$ cat config.mk
export PLATFORM = sky130hd
export DESIGN_NAME = icache_inval_ctrl
export DESIGN_NICKNAME = d
export VERILOG_FILES = /design/src/rtl/icinv_pkg.sv /design/src/rtl/icinv_line_ctr.sv /design/src/rtl/icinv_key_track.sv /design/src/rtl/icinv_fsm.sv /design/src/rtl/icache_inval_ctrl.sv
export SDC_FILE = /design/constraint.sdc
export NUM_CORES = 1
export LEC_CHECK = 0
export ABC_CLOCK_PERIOD_IN_PS = 3600
export BUFFER_PORTS_ARGS = -buffer_cell sky130_fd_sc_hd__buf_2
export CELL_PAD_IN_SITES_DETAIL_PLACEMENT = 1
export CELL_PAD_IN_SITES_GLOBAL_PLACEMENT = 2
export CORE_ASPECT_RATIO = 1.25
export CORE_MARGIN = 3
export CORE_UTILIZATION = 32
export CTS_CLUSTER_DIAMETER = 30
export CTS_CLUSTER_SIZE = 12
export DETAILED_ROUTE_END_ITERATION = 6
export GPL_TIMING_DRIVEN = 0
export PLACE_DENSITY = 0.85
export RECOVER_POWER = 25
export SLEW_MARGIN = 15
export SYNTH_ARGS = -nofsm -noshare
export SYNTH_HDL_FRONTEND = slang
export SYNTH_SLANG_ARGS = --single-unit
$ cat constraint.sdc
create_clock -name clk_i -period 3.6 [get_ports clk_i]
set_clock_uncertainty 0.05 [all_clocks]
set_input_delay 0 -clock clk_i [delete_from_list [all_inputs] [get_ports clk_i]]
set_output_delay 0 -clock clk_i [all_outputs]
set_load 0.05 [all_outputs]
$ cat src/rtl/icinv_pkg.sv
package icinv_pkg;

   typedef enum logic [1:0] {
      ST_IDLE    = 2'd0,
      ST_SWEEP   = 2'd1,
      ST_KEYWAIT = 2'd2
   } icinv_state_e;

   typedef struct packed {
      logic clear;
      logic step;
   } icinv_ctr_cmd_t;

endpackage

$ cat src/rtl/icinv_line_ctr.sv
module icinv_line_ctr #(
   parameter int unsigned NUM_LINES = 64,
   localparam int unsigned IDX_W    = $clog2(NUM_LINES)
) (
   input  logic                       clk_i,
   input  logic                       rst_ni,
   input  icinv_pkg::icinv_ctr_cmd_t  cmd_i,
   output logic [IDX_W-1:0]           idx_o,
   output logic                       at_last_o
);

   localparam logic [IDX_W-1:0] LAST_IDX = IDX_W'(NUM_LINES - 1);
   localparam bit               IS_POW2  = (NUM_LINES & (NUM_LINES - 1)) == 0;

   logic [IDX_W-1:0] idx_q;

   always_ff @(posedge clk_i or negedge rst_ni) begin
      if (!rst_ni) begin
         idx_q <= '0;
      end else if (cmd_i.clear) begin
         idx_q <= '0;
      end else if (cmd_i.step) begin
         idx_q <= idx_q + 1'b1;
      end
   end

   generate
      if (IS_POW2) begin : g_last_and
         assign at_last_o = &idx_q;
      end else begin : g_last_cmp
         assign at_last_o = (idx_q == LAST_IDX);
      end
   endgenerate

   assign idx_o = idx_q;

   logic live_q;
   always_ff @(posedge clk_i or negedge rst_ni) begin
      if (!rst_ni) live_q <= 1'b0;
      else         live_q <= 1'b1;
   end

   a_r2_idx_step: assert property (@(posedge clk_i) disable iff (!rst_ni)
      (live_q && $past(cmd_i.step) && !$past(cmd_i.clear))
         |-> (idx_o == IDX_W'($past(idx_o) + 1'b1)))
      else $error("idx did not advance by one");

   a_r2_no_overrun: assert property (@(posedge clk_i) disable iff (!rst_ni)
      cmd_i.step |-> !at_last_o)
      else $error("step requested past last line");

   a_r5_clear_zero: assert property (@(posedge clk_i) disable iff (!rst_ni)
      (live_q && $past(cmd_i.clear)) |-> (idx_o == '0))
      else $error("clear did not return idx to zero");

endmodule

$ cat src/rtl/icinv_key_track.sv
module icinv_key_track (
   input  logic clk_i,
   input  logic rst_ni,
   input  logic start_i,
   input  logic key_valid_i,
   output logic key_req_o,
   output logic key_ack_o,
   output logic key_done_o
);

   logic req_q;
   logic done_q;

   assign key_ack_o = req_q & key_valid_i & ~start_i;

   always_ff @(posedge clk_i or negedge rst_ni) begin
      if (!rst_ni) begin
         req_q  <= 1'b1;
         done_q <= 1'b0;
      end else if (start_i) begin
         req_q  <= 1'b1;
         done_q <= 1'b0;
      end else if (key_ack_o) begin
         req_q  <= 1'b0;
         done_q <= 1'b1;
      end
   end

   assign key_req_o  = req_q;
   assign key_done_o = done_q;

   logic live_q;
   always_ff @(posedge clk_i or negedge rst_ni) begin
      if (!rst_ni) live_q <= 1'b0;
      else         live_q <= 1'b1;
   end

   a_r3_req_held: assert property (@(posedge clk_i) disable iff (!rst_ni)
      (live_q && $past(key_req_o) && !$past(key_valid_i)) |-> key_req_o)
      else $error("key request dropped without acknowledge");

   a_r3_rise_on_start: assert property (@(posedge clk_i) disable iff (!rst_ni)
      (live_q && $rose(key_req_o)) |-> $past(start_i))
      else $error("key request rose without a start");

   a_r10_start_wins: assert property (@(posedge clk_i) disable iff (!rst_ni)
      (live_q && $past(start_i)) |-> (key_req_o && !key_done_o))
      else $error("start did not re-arm the key request");

endmodule

$ cat src/rtl/icinv_fsm.sv
module icinv_fsm
   import icinv_pkg::*;
(
   input  logic           clk_i,
   input  logic           rst_ni,
   input  logic           req_i,
   input  logic           at_last_i,
   input  logic           key_ack_i,
   input  logic           key_done_i,
   output icinv_state_e   state_o,
   output icinv_ctr_cmd_t cmd_o
);

   icinv_state_e state_q, state_d;

   always_comb begin
      state_d     = state_q;
      cmd_o.clear = 1'b0;
      cmd_o.step  = 1'b0;
      unique case (state_q)
         ST_IDLE: begin
            if (req_i) begin
               state_d     = ST_SWEEP;
               cmd_o.clear = 1'b1;
            end
         end
         ST_SWEEP: begin
            if (req_i) begin
               cmd_o.clear = 1'b1;
            end else if (at_last_i) begin
               cmd_o.clear = 1'b1;
               state_d     = (key_done_i || key_ack_i) ? ST_IDLE : ST_KEYWAIT;
            end else begin
               cmd_o.step = 1'b1;
            end
         end
         ST_KEYWAIT: begin
            if (req_i) begin
               state_d     = ST_SWEEP;
               cmd_o.clear = 1'b1;
            end else if (key_ack_i) begin
               state_d = ST_IDLE;
            end
         end
         default: begin
            state_d     = ST_SWEEP;
            cmd_o.clear = 1'b1;
         end
      endcase
   end

   always_ff @(posedge clk_i or negedge rst_ni) begin
      if (!rst_ni) state_q <= ST_SWEEP;
      else         state_q <= state_d;
   end

   assign state_o = state_q;

   logic live_q;
   always_ff @(posedge clk_i or negedge rst_ni) begin
      if (!rst_ni) live_q <= 1'b0;
      else         live_q <= 1'b1;
   end

   a_r7_idle_needs_key: assert property (@(posedge clk_i) disable iff (!rst_ni)
      (live_q && $past(state_q) != ST_IDLE && state_q == ST_IDLE)
         |-> $past(key_ack_i || key_done_i))
      else $error("went idle without key acknowledge");

   a_r7_idle_needs_sweep: assert property (@(posedge clk_i) disable iff (!rst_ni)
      (live_q && $past(state_q) == ST_SWEEP && state_q == ST_IDLE)
         |-> ($past(at_last_i) && !$past(req_i)))
      else $error("went idle before the sweep finished");

   a_r6_wait_restart: assert property (@(posedge clk_i) disable iff (!rst_ni)
      (live_q && $past(state_q) == ST_KEYWAIT && $past(req_i)) |-> (state_q == ST_SWEEP))
      else $error("request during key wait did not restart");

   a_r9_idle_start: assert property (@(posedge clk_i) disable iff (!rst_ni)
      (live_q && $past(state_q) == ST_IDLE && $past(req_i)) |-> (state_q == ST_SWEEP))
      else $error("request while idle did not start a sweep");

   a_r5_restart_stays: assert property (@(posedge clk_i) disable iff (!rst_ni)
      (live_q && $past(req_i)) |-> (state_q == ST_SWEEP))
      else $error("request did not lead to sweeping");

endmodule

$ cat src/rtl/icache_inval_ctrl.sv
module icache_inval_ctrl
   import icinv_pkg::*;
#(
   parameter int unsigned NUM_LINES = 64,
   localparam int unsigned IDX_W    = $clog2(NUM_LINES)
) (
   input  logic             clk_i,
   input  logic             rst_ni,
   input  logic             inval_req_i,
   input  logic             key_valid_i,
   output logic             tag_we_o,
   output logic [IDX_W-1:0] tag_idx_o,
   output logic             key_req_o,
   output logic             busy_o
);

   generate
      if (NUM_LINES < 2) begin : g_bad_lines
         $error("NUM_LINES must be at least 2");
      end
   endgenerate

   icinv_state_e   state;
   icinv_ctr_cmd_t ctr_cmd;
   logic           at_last;
   logic           key_ack;
   logic           key_done;

   icinv_fsm u_fsm (
      .clk_i      (clk_i),
      .rst_ni     (rst_ni),
      .req_i      (inval_req_i),
      .at_last_i  (at_last),
      .key_ack_i  (key_ack),
      .key_done_i (key_done),
      .state_o    (state),
      .cmd_o      (ctr_cmd)
   );

   icinv_line_ctr #(
      .NUM_LINES (NUM_LINES)
   ) u_ctr (
      .clk_i     (clk_i),
      .rst_ni    (rst_ni),
      .cmd_i     (ctr_cmd),
      .idx_o     (tag_idx_o),
      .at_last_o (at_last)
   );

   icinv_key_track u_key (
      .clk_i       (clk_i),
      .rst_ni      (rst_ni),
      .start_i     (inval_req_i),
      .key_valid_i (key_valid_i),
      .key_req_o   (key_req_o),
      .key_ack_o   (key_ack),
      .key_done_o  (key_done)
   );

   assign tag_we_o = (state == ST_SWEEP);
   assign busy_o   = (state != ST_IDLE);

   a_r8_we_idx_quiet: assert property (@(posedge clk_i) disable iff (!rst_ni)
      !tag_we_o |-> (tag_idx_o == '0))
      else $error("index not parked at zero outside a sweep");

   a_r4_idle_no_req: assert property (@(posedge clk_i) disable iff (!rst_ni)
      !busy_o |-> !key_req_o)
      else $error("key request pending while idle");

endmodule

==> summary.txt <==
Global routing
  • Remaining Overflow, GRT: 0
  • First-pass GRT wire length: 2510 um
  • Met1 usage: between 10% and 20%
  • Number of global-route vias before repair: 547
  • Met2 usage: about 24%
  • Largest net degree at the start of global routing: 11
  • Antenna violations before repair: 0
  • Global Route Usage Sum: ~15%
  • Gr busiest metal: met2
  • GR Layer Usage met3: under 10%

Power and ir drop
  • PD cells: ~660 nW/um^2
  • Sw power: approximately 230 uW
  • Part of the power in the clock network: a little over a fifth
  • Peak VDD IR: ~0.35 mV
  • Static Leak: 0.000348 uW
  • Seq pwr share: between 30% and 40%
  • P_int: 256 uW
  • Switching power share of the total: a little under half
  • Combinational share of power: a little under half
  • Power Total: between 400 and 500 uW

CTS
  • Longest Clk Path Bufs: 2
  • Clock Tree Root: clkbuf_4
  • CTS buffer count: 3
  • CTS sink count: 10
  • Post-cts gate resize count: 0
  • Postcts setup bufs: 0
  • CTS HTree Levels: 1
  • CTS tree: built
  • Clock latency on the worst-skew pair: 0.27 ns
  • Post-CTS Hold Fix Bufs: 2
  • CTS clock-pin slew for the worst setup and hold paths: approximately 0.070 ns

Detailed routing
  • DRC viols: 0
  • Via count: roughly 540
  • WL per Instance: approximately 14 um
  • Pre-antenna DRT Iters: 2
  • Drt total wl: about 1400 um
  • Remaining antenna violation count: 0
  • Vias per cell: 5.36
  • Initial drt markers: 2

Floorplanning
  • Die Wd: 44.6 um
  • Initial Utilization: 35.9%
  • Top-level I/O count: 13
  • Core area: between 1500 and 2000 um^2
  • Die Y: 54.3 um
  • Num rows: 16
  • Die area: 2420 um^2

Critical path
  • Critical Path RT: 3.74 ns
  • Origin of the critical flop-to-flop path: u_fsm.state_o[0]
  • Cell breakdown of the critical path: ha_1 > inv_2 > or4_1 > a31oi_1
  • CP Capture Type: register
  • R2R Setup Slk: 1.72 ns
  • R2R cell count: 4
  • Critical path's slowest cell: dfstp_2
  • CP Data Arrival Time: approximately 2.0 ns
  • Startpoint Class: register
  • Worst setup path class: reg2reg
  • Worst-path maximum fanout: 9
  • Max stage delay on crit path: approximately 0.56 ns
  • Reg-to-Reg End: u_ctr.idx_o[5]

Yosys
  • Post-Syn Area: between 500 and 600 um^2
  • Synth cell types: 29
  • Syn_nets: between 70 and 80
  • Gate Count Post-Synth: 65
  • Mean Syn Cell Area: 9.18 um^2
  • YS warnings: 0
  • Sequential area share after synthesis: 42.3%
  • Yosys reg bits: 10

Timing
  • Fin. Hold Viols: 0
  • Final worst path period need: 1.88 ns
  • Max-slew violations: 0
  • Highest clock rate: approximately 0.53 GHz
  • Total Neg Setup Slack: 0 ns
  • Final hold slack: ~0.065 ns
  • # setup viols final: 0
  • Final worst-path cycle share: roughly 52%
  • RSZ-0062 raised after global routing: false
  • Relative slew margins: between 60% and 70%
  • Slew @ Worst Pin: ~0.58 ns

Final layout
  • Share of cells above drive strength 1: a little over a fifth
  • FILL cells: about 210
  • Most common cell after layout, fill and taps aside: buf_2
  • Most frequent cells in the layout: 10 x buf_2, 8 x dfrtp_1, 7 x a21oi_1, 6 x nand2_1
  • Final core utilization: 43.9%
  • Diodes inserted: 0
  • Final instance area: roughly 730 um^2
  • Nets@finish: slightly above 90
  • Area Overhead vs Synth: 22.2%

Placement
  • Post-place instance area: slightly below 700 um^2
  • DP Wirelength: 1050 um
  • RePlAce Congestion: 0.774
  • IO buf count: 11

Outcome
  • Status: complete, no violations

Worst hold path
  • Tightest Hold Check Type: in2reg
  • Min-delay src: inval_req_i
  • Min-Delay Path Depth: 2
  • Hold Crit Endpoint: u_key.key_done_o

Run
  • Max-cap viol count: 0
layer usage:
metal | share of wire, % | routed length (um) | vias up
li1 | - | - | 263
met1 | 44 | 627 | 255
met5 | 0 | 0 | -
met3 | 5.0 | 71 | 4
met2 | 49 | 700 | 14
met4 | 1.5 | 21 | 0
registers in the layout, summed over array words and instances (netlist names):
name,flops
u_key.key_done_o,1
u_key.key_req_o,1
u_fsm.state_o,2
u_ctr.idx_o,6
critical path: cells and delay by family, from the launching register on:
family,cells,cell delay (ns)
AOI/OAI and AO/OA,1,0.16
adders and majority gates,1,0.34
buffers and inverters,1,0.16
DFF,1,0.56
and+or+nand+nor,1,0.52
worst max-delay path by stage:
stage / from / to / cells after the start
4_1_cts: u_fsm.state_o[0] / u_ctr.idx_o[5] / 4
3_5_place_dp: u_fsm.state_o[0] / u_ctr.idx_o[5] / 4
6_report: u_fsm.state_o[0] / u_ctr.idx_o[5] / 4
5_1_grt: u_fsm.state_o[1] / u_ctr.idx_o[5] / 5
3_3_place_gp: u_fsm.state_o[0] / u_ctr.idx_o[5] / 4
2_1_floorplan: u_fsm.state_o[0] / u_ctr.idx_o[5] / 4
logic make-up (layout without fill, tap and decap cells):
family / Yosys count / in the layout / share of synthesized area (%)
compound gates: 15 / 15 / 15.3
buf+inv: 6 / 23 / 3.77
simple gates: 27 / 27 / 24.5
fa+ha+maj: 5 / 5 / 10.5
flops: 10 / 10 / 42.3
mux: 2 / 2 / 3.56
cell usage after synthesis:
master     count  share of area [%]
or4_1          1                1.3
a2bb2oi_1      1                1.5
nand3_2        1                1.7
inv_1          4                2.5
nor3_1         1               0.84
or2b_1         1                1.3
mux2_1         1                1.9
and2_1         1                1.0
dfrtp_1        8                 34
nand2_1        6                3.8
o21ai_0        2                1.7
nand4b_1       1                1.5
inv_2          1               0.63
nor2b_1        1                1.0
dfstp_2        2                8.8
a21oi_1        7                5.9
nand2b_1       1                1.0
ha_1           5                 10
a31oi_1        2                2.1
nand3b_1       2                2.5
and3_1         1                1.0
clkbuf_1       1               0.63
o32ai_1        1                1.5
a21o_1         1                1.3
mux2i_1        1                1.7
nor2_1         5                3.1
nand3_1        4                3.4
or2_0          1                1.0
o221ai_1       1                1.5
layout make-up:
cell class / count / area (um^2) / area share [%]
Multi-Input combinational cell: 49 / 322 / 44.1
Inverter: 5 / 18.8 / 2.57
Tap cell: 18 / 22.5 / 3.09
Sequential cell: 10 / 253 / 34.6
Buffer: 1 / 3.75 / 0.515
Timing Repair Buffer: 13 / 73.8 / 10.1
Clock buffer: 4 / 36.3 / 4.97
power groups by stage:
stage / registers (uW) / clock network, uW / logic (uW)
after floorplan: 197 / 0 / 130
after global placement: 158 / 0 / 220
after detailed placement: 158 / 0 / 224
after CTS: 156 / 108 / 225
after global routing: 160 / 114 / 248
final: 156 / 105 / 223
metrics by stage:
| step | worst slack, ns | cells |
|---|---|---|
| after floorplan | 1.53 | 65 |
| after global placement | 1.78 | 94 |
| after detailed placement | 1.76 | 94 |
| after CTS | 1.73 | 100 |
| after global routing | 1.60 | 100 |
| final | 1.72 | 100 |
Note: power is estimated with default switching activity, not from simulation.
